[config.mk]
export PLATFORM = sky130hd
export DESIGN_NAME = prbs_ber_counters
export DESIGN_NICKNAME = d
export VERILOG_FILES = /design/src/rtl/prbs_ber_pkg.sv /design/src/rtl/ber_wrap_counter.sv /design/src/rtl/ber_sticky_flag.sv /design/src/rtl/ber_read_mux.sv /design/src/rtl/prbs_ber_counters.sv
export SDC_FILE = /design/constraint.sdc
export NUM_CORES = 1
export LEC_CHECK = 0
export BUFFER_PORTS_ARGS = -buffer_cell sky130_fd_sc_hd__buf_2
export CAP_MARGIN = 5
export CORE_MARGIN = 3
export CORE_UTILIZATION = 45
export DETAILED_ROUTE_END_ITERATION = 10
export PLACE_DENSITY = 0.65
export SLEW_MARGIN = 20
export SYNTH_ARGS = -nofsm -noshare
export SYNTH_HDL_FRONTEND = slang
export SYNTH_SLANG_ARGS = --single-unit
[constraint.sdc]
create_clock -name clk -period 1.49 [get_ports clk]
set_input_delay 0.298 -clock clk [delete_from_list [all_inputs] [get_ports clk]]
set_output_delay 0.298 -clock clk [all_outputs]
set_load 0.01 [all_outputs]
[src/rtl/prbs_ber_pkg.sv]
package prbs_ber_pkg;

   // Source selected onto the byte-wide read bus
   typedef enum logic [1:0] {
      RSEL_NONE = 2'd0,
      RSEL_ERR  = 2'd1,
      RSEL_MF   = 2'd2
   } rd_sel_e;

   // Error counter read has priority over time-base read
   function automatic rd_sel_e pick_source(input logic err_rd, input logic mf_rd);
      if (err_rd)     return RSEL_ERR;
      else if (mf_rd) return RSEL_MF;
      else            return RSEL_NONE;
   endfunction

endpackage

[src/rtl/ber_wrap_counter.sv]
module ber_wrap_counter #(
   parameter int W = 8
) (
   input  logic         clk,
   input  logic         rst_n,
   input  logic         load_i,
   input  logic [W-1:0] load_val_i,
   input  logic         clr_i,
   input  logic         inc_i,
   output logic [W-1:0] cnt_o,
   output logic         wrap_o
);

   localparam logic [W-1:0] ALL_ONES = {W{1'b1}};
   localparam logic [W-1:0] ONE      = {{(W-1){1'b0}}, 1'b1};

   initial begin
      assert (W >= 2) else $error("ber_wrap_counter: W must be at least 2");
   end

   logic [W-1:0] cnt_q;
   logic [W-1:0] cnt_d;
   logic         step_en;

   // Priority: load, then clear, then increment
   assign step_en = inc_i && !load_i && !clr_i;

   always_comb begin
      if (load_i)       cnt_d = load_val_i;
      else if (clr_i)   cnt_d = '0;
      else if (step_en) cnt_d = cnt_q + ONE;
      else              cnt_d = cnt_q;
   end

   always_ff @(posedge clk or negedge rst_n) begin
      if (!rst_n) cnt_q <= '0;
      else        cnt_q <= cnt_d;
   end

   assign cnt_o  = cnt_q;
   assign wrap_o = step_en && (cnt_q == ALL_ONES);

   // a load always lands, whatever else is strobed
   a_r6_load_wins: assert property (@(posedge clk) disable iff (!rst_n)
      load_i |=> cnt_o == $past(load_val_i));

   // an unobstructed strobe advances by exactly one
   a_r2_step: assert property (@(posedge clk) disable iff (!rst_n)
      (inc_i && !load_i && !clr_i) |=> cnt_o == $past(cnt_o) + ONE);

   // Idle cycles hold the count
   a_r2_hold: assert property (@(posedge clk) disable iff (!rst_n)
      (!inc_i && !load_i && !clr_i) |=> $stable(cnt_o));

endmodule

[src/rtl/ber_sticky_flag.sv]
module ber_sticky_flag (
   input  logic clk,
   input  logic rst_n,
   input  logic set_i,
   input  logic clr_i,
   output logic flag_o
);

   logic flag_q;

   always_ff @(posedge clk or negedge rst_n) begin
      if (!rst_n)     flag_q <= 1'b0;
      else if (set_i) flag_q <= 1'b1;
      else if (clr_i) flag_q <= 1'b0;
   end

   assign flag_o = flag_q;

   a_r7_sets: assert property (@(posedge clk) disable iff (!rst_n)
      set_i |=> flag_o);

   a_r7_sticky: assert property (@(posedge clk) disable iff (!rst_n)
      (flag_o && !clr_i) |=> flag_o);

   a_r7_no_spurious: assert property (@(posedge clk) disable iff (!rst_n)
      (!flag_o && !set_i) |=> !flag_o);

endmodule

[src/rtl/ber_read_mux.sv]
module ber_read_mux
   import prbs_ber_pkg::*;
#(
   parameter int DATA_W = 8,
   parameter int CNT_W  = 8
) (
   input  logic              err_rd_i,
   input  logic              mf_rd_i,
   input  logic [CNT_W-1:0]  err_val_i,
   input  logic [CNT_W-1:0]  mf_val_i,
   output logic [DATA_W-1:0] rdata_o
);

   localparam int PAD_W = DATA_W - CNT_W;

   rd_sel_e          sel;
   logic [CNT_W-1:0] picked;

   assign sel = pick_source(err_rd_i, mf_rd_i);

   always_comb begin
      unique case (sel)
         RSEL_ERR: picked = err_val_i;
         RSEL_MF:  picked = mf_val_i;
         default:  picked = '0;
      endcase
   end

   generate
      if (PAD_W > 0) begin : g_pad
         assign rdata_o = {{PAD_W{1'b0}}, picked};
      end else begin : g_exact
         assign rdata_o = picked;
      end
   endgenerate

   // with no read strobe the bus is zero
   always_comb begin
      if (!err_rd_i && !mf_rd_i)
         a_r9_idle_zero: assert (rdata_o == '0);
   end

endmodule

[src/rtl/prbs_ber_counters.sv]
module prbs_ber_counters #(
   parameter int CNT_W  = 8,
   parameter int DATA_W = 8
) (
   input  logic              clk,
   input  logic              rst_n,
   input  logic              err_strobe_i,
   input  logic              mf_strobe_i,
   input  logic              errcnt_wr_i,
   input  logic              errcnt_rd_i,
   input  logic              mfcnt_wr_i,
   input  logic              mfcnt_rd_i,
   input  logic [DATA_W-1:0] wdata_i,
   input  logic              ovf_mask_i,
   output logic [DATA_W-1:0] rdata_o,
   output logic              ovf_flag_o,
   output logic              irq_o
);

   initial begin
      assert (CNT_W >= 2 && CNT_W <= DATA_W)
         else $error("prbs_ber_counters: need 2 <= CNT_W <= DATA_W");
   end

   logic [CNT_W-1:0] load_val;
   logic [CNT_W-1:0] err_cnt;
   logic [CNT_W-1:0] mf_cnt;
   logic             err_wrap;
   logic             mf_wrap;
   logic             flag;

   assign load_val = wdata_i[CNT_W-1:0];

   ber_wrap_counter #(.W(CNT_W)) u_err_cnt (
      .clk        (clk),
      .rst_n      (rst_n),
      .load_i     (errcnt_wr_i),
      .load_val_i (load_val),
      .clr_i      (1'b0),
      .inc_i      (err_strobe_i),
      .cnt_o      (err_cnt),
      .wrap_o     (err_wrap)
   );

   // Time base: cleared by an error-counter write, wraps silently
   ber_wrap_counter #(.W(CNT_W)) u_mf_cnt (
      .clk        (clk),
      .rst_n      (rst_n),
      .load_i     (mfcnt_wr_i),
      .load_val_i (load_val),
      .clr_i      (errcnt_wr_i),
      .inc_i      (mf_strobe_i),
      .cnt_o      (mf_cnt),
      .wrap_o     (mf_wrap)
   );

   ber_sticky_flag u_ovf (
      .clk    (clk),
      .rst_n  (rst_n),
      .set_i  (err_wrap),
      .clr_i  (errcnt_rd_i),
      .flag_o (flag)
   );

   ber_read_mux #(.DATA_W(DATA_W), .CNT_W(CNT_W)) u_rd (
      .err_rd_i  (errcnt_rd_i),
      .mf_rd_i   (mfcnt_rd_i),
      .err_val_i (err_cnt),
      .mf_val_i  (mf_cnt),
      .rdata_o   (rdata_o)
   );

   assign ovf_flag_o = flag;
   assign irq_o      = flag & ~ovf_mask_i;

   // an error-counter write empties the time base unless it is loaded
   a_r4_mf_cleared: assert property (@(posedge clk) disable iff (!rst_n)
      (errcnt_wr_i && !mfcnt_wr_i) |=> mf_cnt == '0);

   // a wrap of the error counter raises the flag
   a_r7_ovf_on_wrap: assert property (@(posedge clk) disable iff (!rst_n)
      (err_strobe_i && !errcnt_wr_i && (err_cnt == {CNT_W{1'b1}})) |=> ovf_flag_o);

   // a time-base wrap alone never raises the flag
   a_r3_mf_silent: assert property (@(posedge clk) disable iff (!rst_n)
      (mf_wrap && !err_wrap && !ovf_flag_o) |=> !ovf_flag_o);

endmodule

==> flow_summary_export.csv, run 1 <==
group,metric,value,unit
routing,drt_first_pass_iters,4,
clocking,cts_buffer_depth,2,
critical_path,required,1.19,ns
synthesis,netlist_top_cells_area,"dfrtp_1 38%, nand2_1 11%, o21ai_0 6.7%",
critical_path,r2r_start,"u_err_cnt.cnt_o[1]",
power_and_ir_drop,p_leak,0.582,nW
synthesis,synth_warnings,0,
synthesis,yosysUniqueCellTypes,35,
clocking,cts_sinks,17,
place,place_congestion,0.831,
clocking,clock_latency,0.29,ns
clocking,h-tree-depth,1,
floorplan,num_io_pins,27,
place,portBuffers,26,
sta,layout_min_cycle_time,1.44,ns
place,place_ws,0.116,ns
synthesis,synth-main-ff-cell,"dfrtp_1",
grt,antenna_found_initial,0,
power_and_ir_drop,finalPower,1.07,mW
clocking,cts_tree,"built",
place,hpwl,2050,um
critical_path,rr_endpoint,"u_err_cnt.cnt_o[6]",
synthesis,yosysSeqAreaShare,38.2,%
synthesis,yosysTopAreaCell,"dfrtp_1",
sta,setup_ws,0.0479,ns
critical_path,critPathMaxFanout,4,
synthesis,ys_async_sr_fraction,100,%
floorplan,die_w,55.7,um
routing,via_per_inst,5.61,
run,cap_violations,0,
hold_path,hold_depth,2,
layout,utilization,57.6,%
place,dp.cells,183,
sta,skew,0.0134,ns
power_and_ir_drop,power_density,817,nW/um2
routing,drcViolationCount,0,
power_and_ir_drop,peakVddDrop,0.409,mV
critical_path,cp-end-kind,"output pin",
floorplan,start_util,48.9,%
routing,drt_iter0_markers,31,
clocking,path_clk_slew,0.11,ns
floorplan,dieArea,3100,um2
sta,drv_slew,0,
layout,n_antenna_cell,0,
sta,hold_violations,0,
synthesis,syn_area,1110,um2
critical_path,worst_r2r_path_depth,4,
grt,grt_util_all_layers,17.9,%
sta,rsz0062_at_grt,"false",
sta,maxSlewHeadroom,73.2,%
synthesis,yosysMostFrequentCell,"nand2_1",
routing,dr_total_vias,1071,
clocking,cts_buffers,3,
synthesis,syn_nets,153,
layout,layout.nets,183,
hold_path,min_to,"u_mf_cnt.cnt_o[1]",
sta,worst-slew-pin-transition,0.402,ns
layout,area_growth,17.9,%
grt,grt_pass1_wl,4540,um
hold_path,hp-class,"in -> reg",
critical_path,r2r_setup_slack,0.12,ns
synthesis,syn_area_per_cell,8.30,um2
layout,fin_area,1310,um2
hold_path,min_from,"wdata_i[1]",
routing,wl_per_cell,14.2,um
sta,setup_viol,0,
place,dpl-instance-area,1250,um2
layout,fin_cells,191,
synthesis,ys_top_cells_by_count,"34 x nand2_1, 17 x dfrtp_1, 15 x o21ai_0, 7 x nand3_1, 6 x a21oi_1",
synthesis,ys_ff_latch,17,
sta,fin_setup_tns,0,ns
grt,grt_max_degree,18,
floorplan,core_area,2280,um2
synthesis,synth_edf_count,0,
sta,timing.final.crit_share,96.8,%
critical_path,worstPathArrival,1.14,ns
sta,whs,0.245,ns
routing,wirelength,2710,um
synthesis,netlist_instances,134,
critical_path,worstSetupPathType,"reg -> out",
critical_path,cp-start-kind,"flip-flop",
floorplan,rows,17,
routing,ant_nets,0,
layout,drive_gt1_share,26.4,%
sta,max_freq,0.693,GHz
outcome,status,"finished clean",
grt,first_global_vias,1029,
grt,grt-ovfl-total,0,
synthesis,netlist.area_leader.share,38.2,%
floorplan,fp.dieH,55.7,um
clocking,root_buffer,"clkbuf_4",
[cells by family (layout without fill, tap and decap cells)]
| logic type | Yosys count | in the layout | synth area share [%] |
|---|---|---|---|
| compound gates | 37 | 37 | 20.9 |
| xor+xnor | 6 | 6 | 4.72 |
| fa+ha+maj | 2 | 2 | 2.25 |
| buf+inv | 10 | 39 | 5.29 |
| flops | 17 | 17 | 38.2 |
| mux | 2 | 2 | 1.91 |
| simple gates | 60 | 60 | 26.7 |
[layer usage]
metal  up-vias  wire length [um]  track usage (%)
met5         -                 0                0
met4         0                17             5.21
met3         2               179             3.02
met2        46              1280             30.2
met1       491              1230             23.3
li1        532                 -                -
[what timing repair did]
item,CTS,global route
endpoints found under the hold margin,17,0
setup buffers,0,3
setup endpoints to repair,0,4
gates resized for setup,0,4
hold buffers,1,0
[registers in the layout, indices dropped and copies added, names as in the netlist]
signal           cells
u_err_cnt.cnt_o      8
u_ovf.flag_o         1
u_mf_cnt.cnt_o       8
[placed cells by master, fill, tap and decap left out, types with 2 or more instances in the layout]
cell	n
a21oi_1	6
a22o_1	3
a32o_1	2
buf_2	26
buf_4	6
clkbuf_4	3
dfrtp_1	16
inv_1	2
nand2_1	34
nand3_1	7
nand4_1	3
nand4_2	2
nor2_1	4
nor2b_1	2
o21ai_0	13
o21ai_1	6
or3_1	2
or4_1	2
xnor2_1	2
xor2_1	4
[final cells by class]
cell class | instances | area, um2
Fill cell | 204 | 965
Multi-Input combinational cell | 107 | 631
Sequential cell | 17 | 427
Timing Repair Buffer | 33 | 185
Tap cell | 28 | 35.0
Clock buffer | 4 | 26.3
Inverter | 2 | 7.51
[where the power goes]
part           internal (mW)  switching (mW)  total, mW
Combinational          0.124           0.145      0.269
Clock                  0.104           0.145      0.249
Sequential             0.502          0.0508      0.553
Total                  0.730           0.342       1.07
[worst max-delay path by stage]
stage                       startpoint            endpoint  slack (ns)  depth (start not counted)
floorplan           u_err_cnt.cnt_o[0]  u_err_cnt.cnt_o[6]        0.20                          4
global placement    u_err_cnt.cnt_o[0]  u_err_cnt.cnt_o[6]        0.17                          4
detailed placement  u_err_cnt.cnt_o[0]  u_err_cnt.cnt_o[6]        0.12                          4
CTS                  u_mf_cnt.cnt_o[2]          rdata_o[2]        0.03                          3
global route         u_mf_cnt.cnt_o[4]          rdata_o[4]        0.01                          3
finish               u_mf_cnt.cnt_o[4]          rdata_o[4]        0.05                          3
[worst max-delay path: stages (launching register included)]
cell     delay [ns]
dfrtp_1        0.42
nand2_1        0.06
o21ai_0        0.20
buf_2          0.17
Note: power is estimated with default switching activity, not from simulation.
==> run 2: changes to the inputs <==
- BUFFER_PORTS_ARGS: -buffer_cell sky130_fd_sc_hd__buf_2 -> not set
- DONT_BUFFER_PORTS: not set -> 1
- PLACE_DENSITY: 0.65 -> 0.56
==> flow_summary_export.csv, run 2 (synthesized netlist as in run 1, its figures left out) <==
group,metric,value,unit
critical_path,path_buf_inv,0,
critical_path,path_cells,"nand2_1 > o21ai_0",
critical_path,critPathMaxStageDelay,0.43,ns
clocking,cts_sinks,17,
routing,drt_iter0_markers,45,
critical_path,critPathMaxFanout,4,
hold_path,hp-class,"in -> reg",
critical_path,required,1.19,ns
grt,first_global_vias,923,
clocking,cts_buffer_depth,2,
critical_path,cp-end-kind,"output pin",
place,portBuffers,0,
sta,setup_viol,0,
power_and_ir_drop,peakVddDrop,0.457,mV
routing,ant_nets,0,
grt,grt_max_degree,23,
layout,n_fill_cell,218,
routing,wl_per_cell,17.5,um
sta,fin_setup_tns,0,ns
clocking,path_clk_slew,0.11,ns
grt,grt_pass1_wl,4610,um
power_and_ir_drop,p_leak,0.439,nW
floorplan,dieArea,3100,um2
routing,wirelength,2790,um
sta,rsz0062_at_grt,"false",
layout,area_growth,2.14,%
critical_path,worstSetupPathType,"reg -> out",
layout,layout_common_cells,"34 x nand2_1, 14 x dfrtp_1, 11 x o21ai_0, 8 x o21ai_1, 7 x nand3_1",
floorplan,fp.dieH,55.7,um
floorplan,rows,17,
sta,setup_ws,0.0465,ns
critical_path,critPathTopFamily,"flip-flops",
grt,grt-ovfl-total,0,
floorplan,core_area,2280,um2
place,hpwl,2060,um
power_and_ir_drop,power_density,873,nW/um2
grt,antenna_found_initial,0,
routing,dr_total_vias,932,
critical_path,worst_path_max_delay_cell,"dfrtp_1",
sta,timing.final.crit_share,96.9,%
grt,grt_util_all_layers,18.7,%
place,place_ws,0.106,ns
sta,whs,0.0887,ns
critical_path,cp.depth,2,
floorplan,start_util,48.9,%
layout,final_common_cell,"nand2_1",
routing,via_per_inst,5.86,
sta,worst-slew-pin-transition,0.839,ns
clocking,cts_tree,"built",
routing,drt_first_pass_iters,4,
layout,drive_gt1_share,9.16,%
sta,maxSlewHeadroom,43.9,%
sta,max_freq,0.693,GHz
run,cap_violations,0,
layout,n_antenna_cell,0,
clocking,cts_buffers,3,
critical_path,cp-start-kind,"flip-flop",
sta,drv_slew,0,
clocking,post_cts_buffers,0,
sta,layout_min_cycle_time,1.44,ns
floorplan,die_w,55.7,um
routing,drcViolationCount,0,
place,place_congestion,0.827,
hold_path,hold_depth,1,
critical_path,worstPathArrival,1.15,ns
critical_path,worst_r2r_path_depth,4,
outcome,status,"finished clean",
clocking,h-tree-depth,1,
floorplan,num_io_pins,27,
clocking,clock_latency,0.29,ns
layout,layout.nets,151,
sta,hold_violations,0,
clocking,root_buffer,"clkbuf_4",
sta,skew,0.00181,ns
run 2: per-stage QoR:
step	utilization, %	std cells	instance area [um2]	power [mW]
final	49.9	159	1140	0.992
after detailed placement	48.2	154	1100	0.725
after CTS	49.8	159	1130	0.998
after global placement	48.2	154	1100	0.718
after global routing	49.9	159	1140	1.05
after floorplan	-	134	1110	0.713
run 2: final cells by class:
type / instances / area [um2] / share of cell area [%]
tap: 28 / 35.0 / 3.08
clock buffer: 4 / 26.3 / 2.31
multi-input combinational: 107 / 628 / 55.3
timing repair buffer: 1 / 10.0 / 0.881
inverter: 2 / 7.51 / 0.661
sequential: 17 / 429 / 37.8
run 2: repair_timing:
item / in CTS / in global routing
endpoints found under the hold margin: 17 / 0
gates resized for setup: 2 / 5
hold buffers: 1 / 0
setup endpoints to repair: 2 / 5
run 2: worst paths after layout:
kind	startpoint	endpoint	slack, ns
hold reg to reg	u_mf_cnt.cnt_o[7]	u_mf_cnt.cnt_o[7]	0.59
setup reg to reg	u_err_cnt.cnt_o[1]	u_err_cnt.cnt_o[6]	0.12
setup / recovery	u_mf_cnt.cnt_o[4]	rdata_o[4]	0.05
hold / removal	errcnt_wr_i	u_err_cnt.cnt_o[3]	0.09
min in group asynchronous	rst_n	u_err_cnt.cnt_o[3]	0.54
max in group asynchronous	rst_n	u_mf_cnt.cnt_o[0]	0.38
run 2: where the power goes:
part	switching (mW)	total [mW]	internal [mW]
registers	0.0623	0.565	0.503
clock network	0.159	0.263	0.104
logic	0.0869	0.163	0.0764
total	0.308	0.992	0.684
run 2: routing by layer:
layer  part of all wire (%)  vias up  track usage (%)
li1                       -      471                -
met1                     45      438             25.4
met2                     50       21             29.6
met3                    4.3        2             4.18
met4                   0.61        0             5.90
met5                      0        -                0
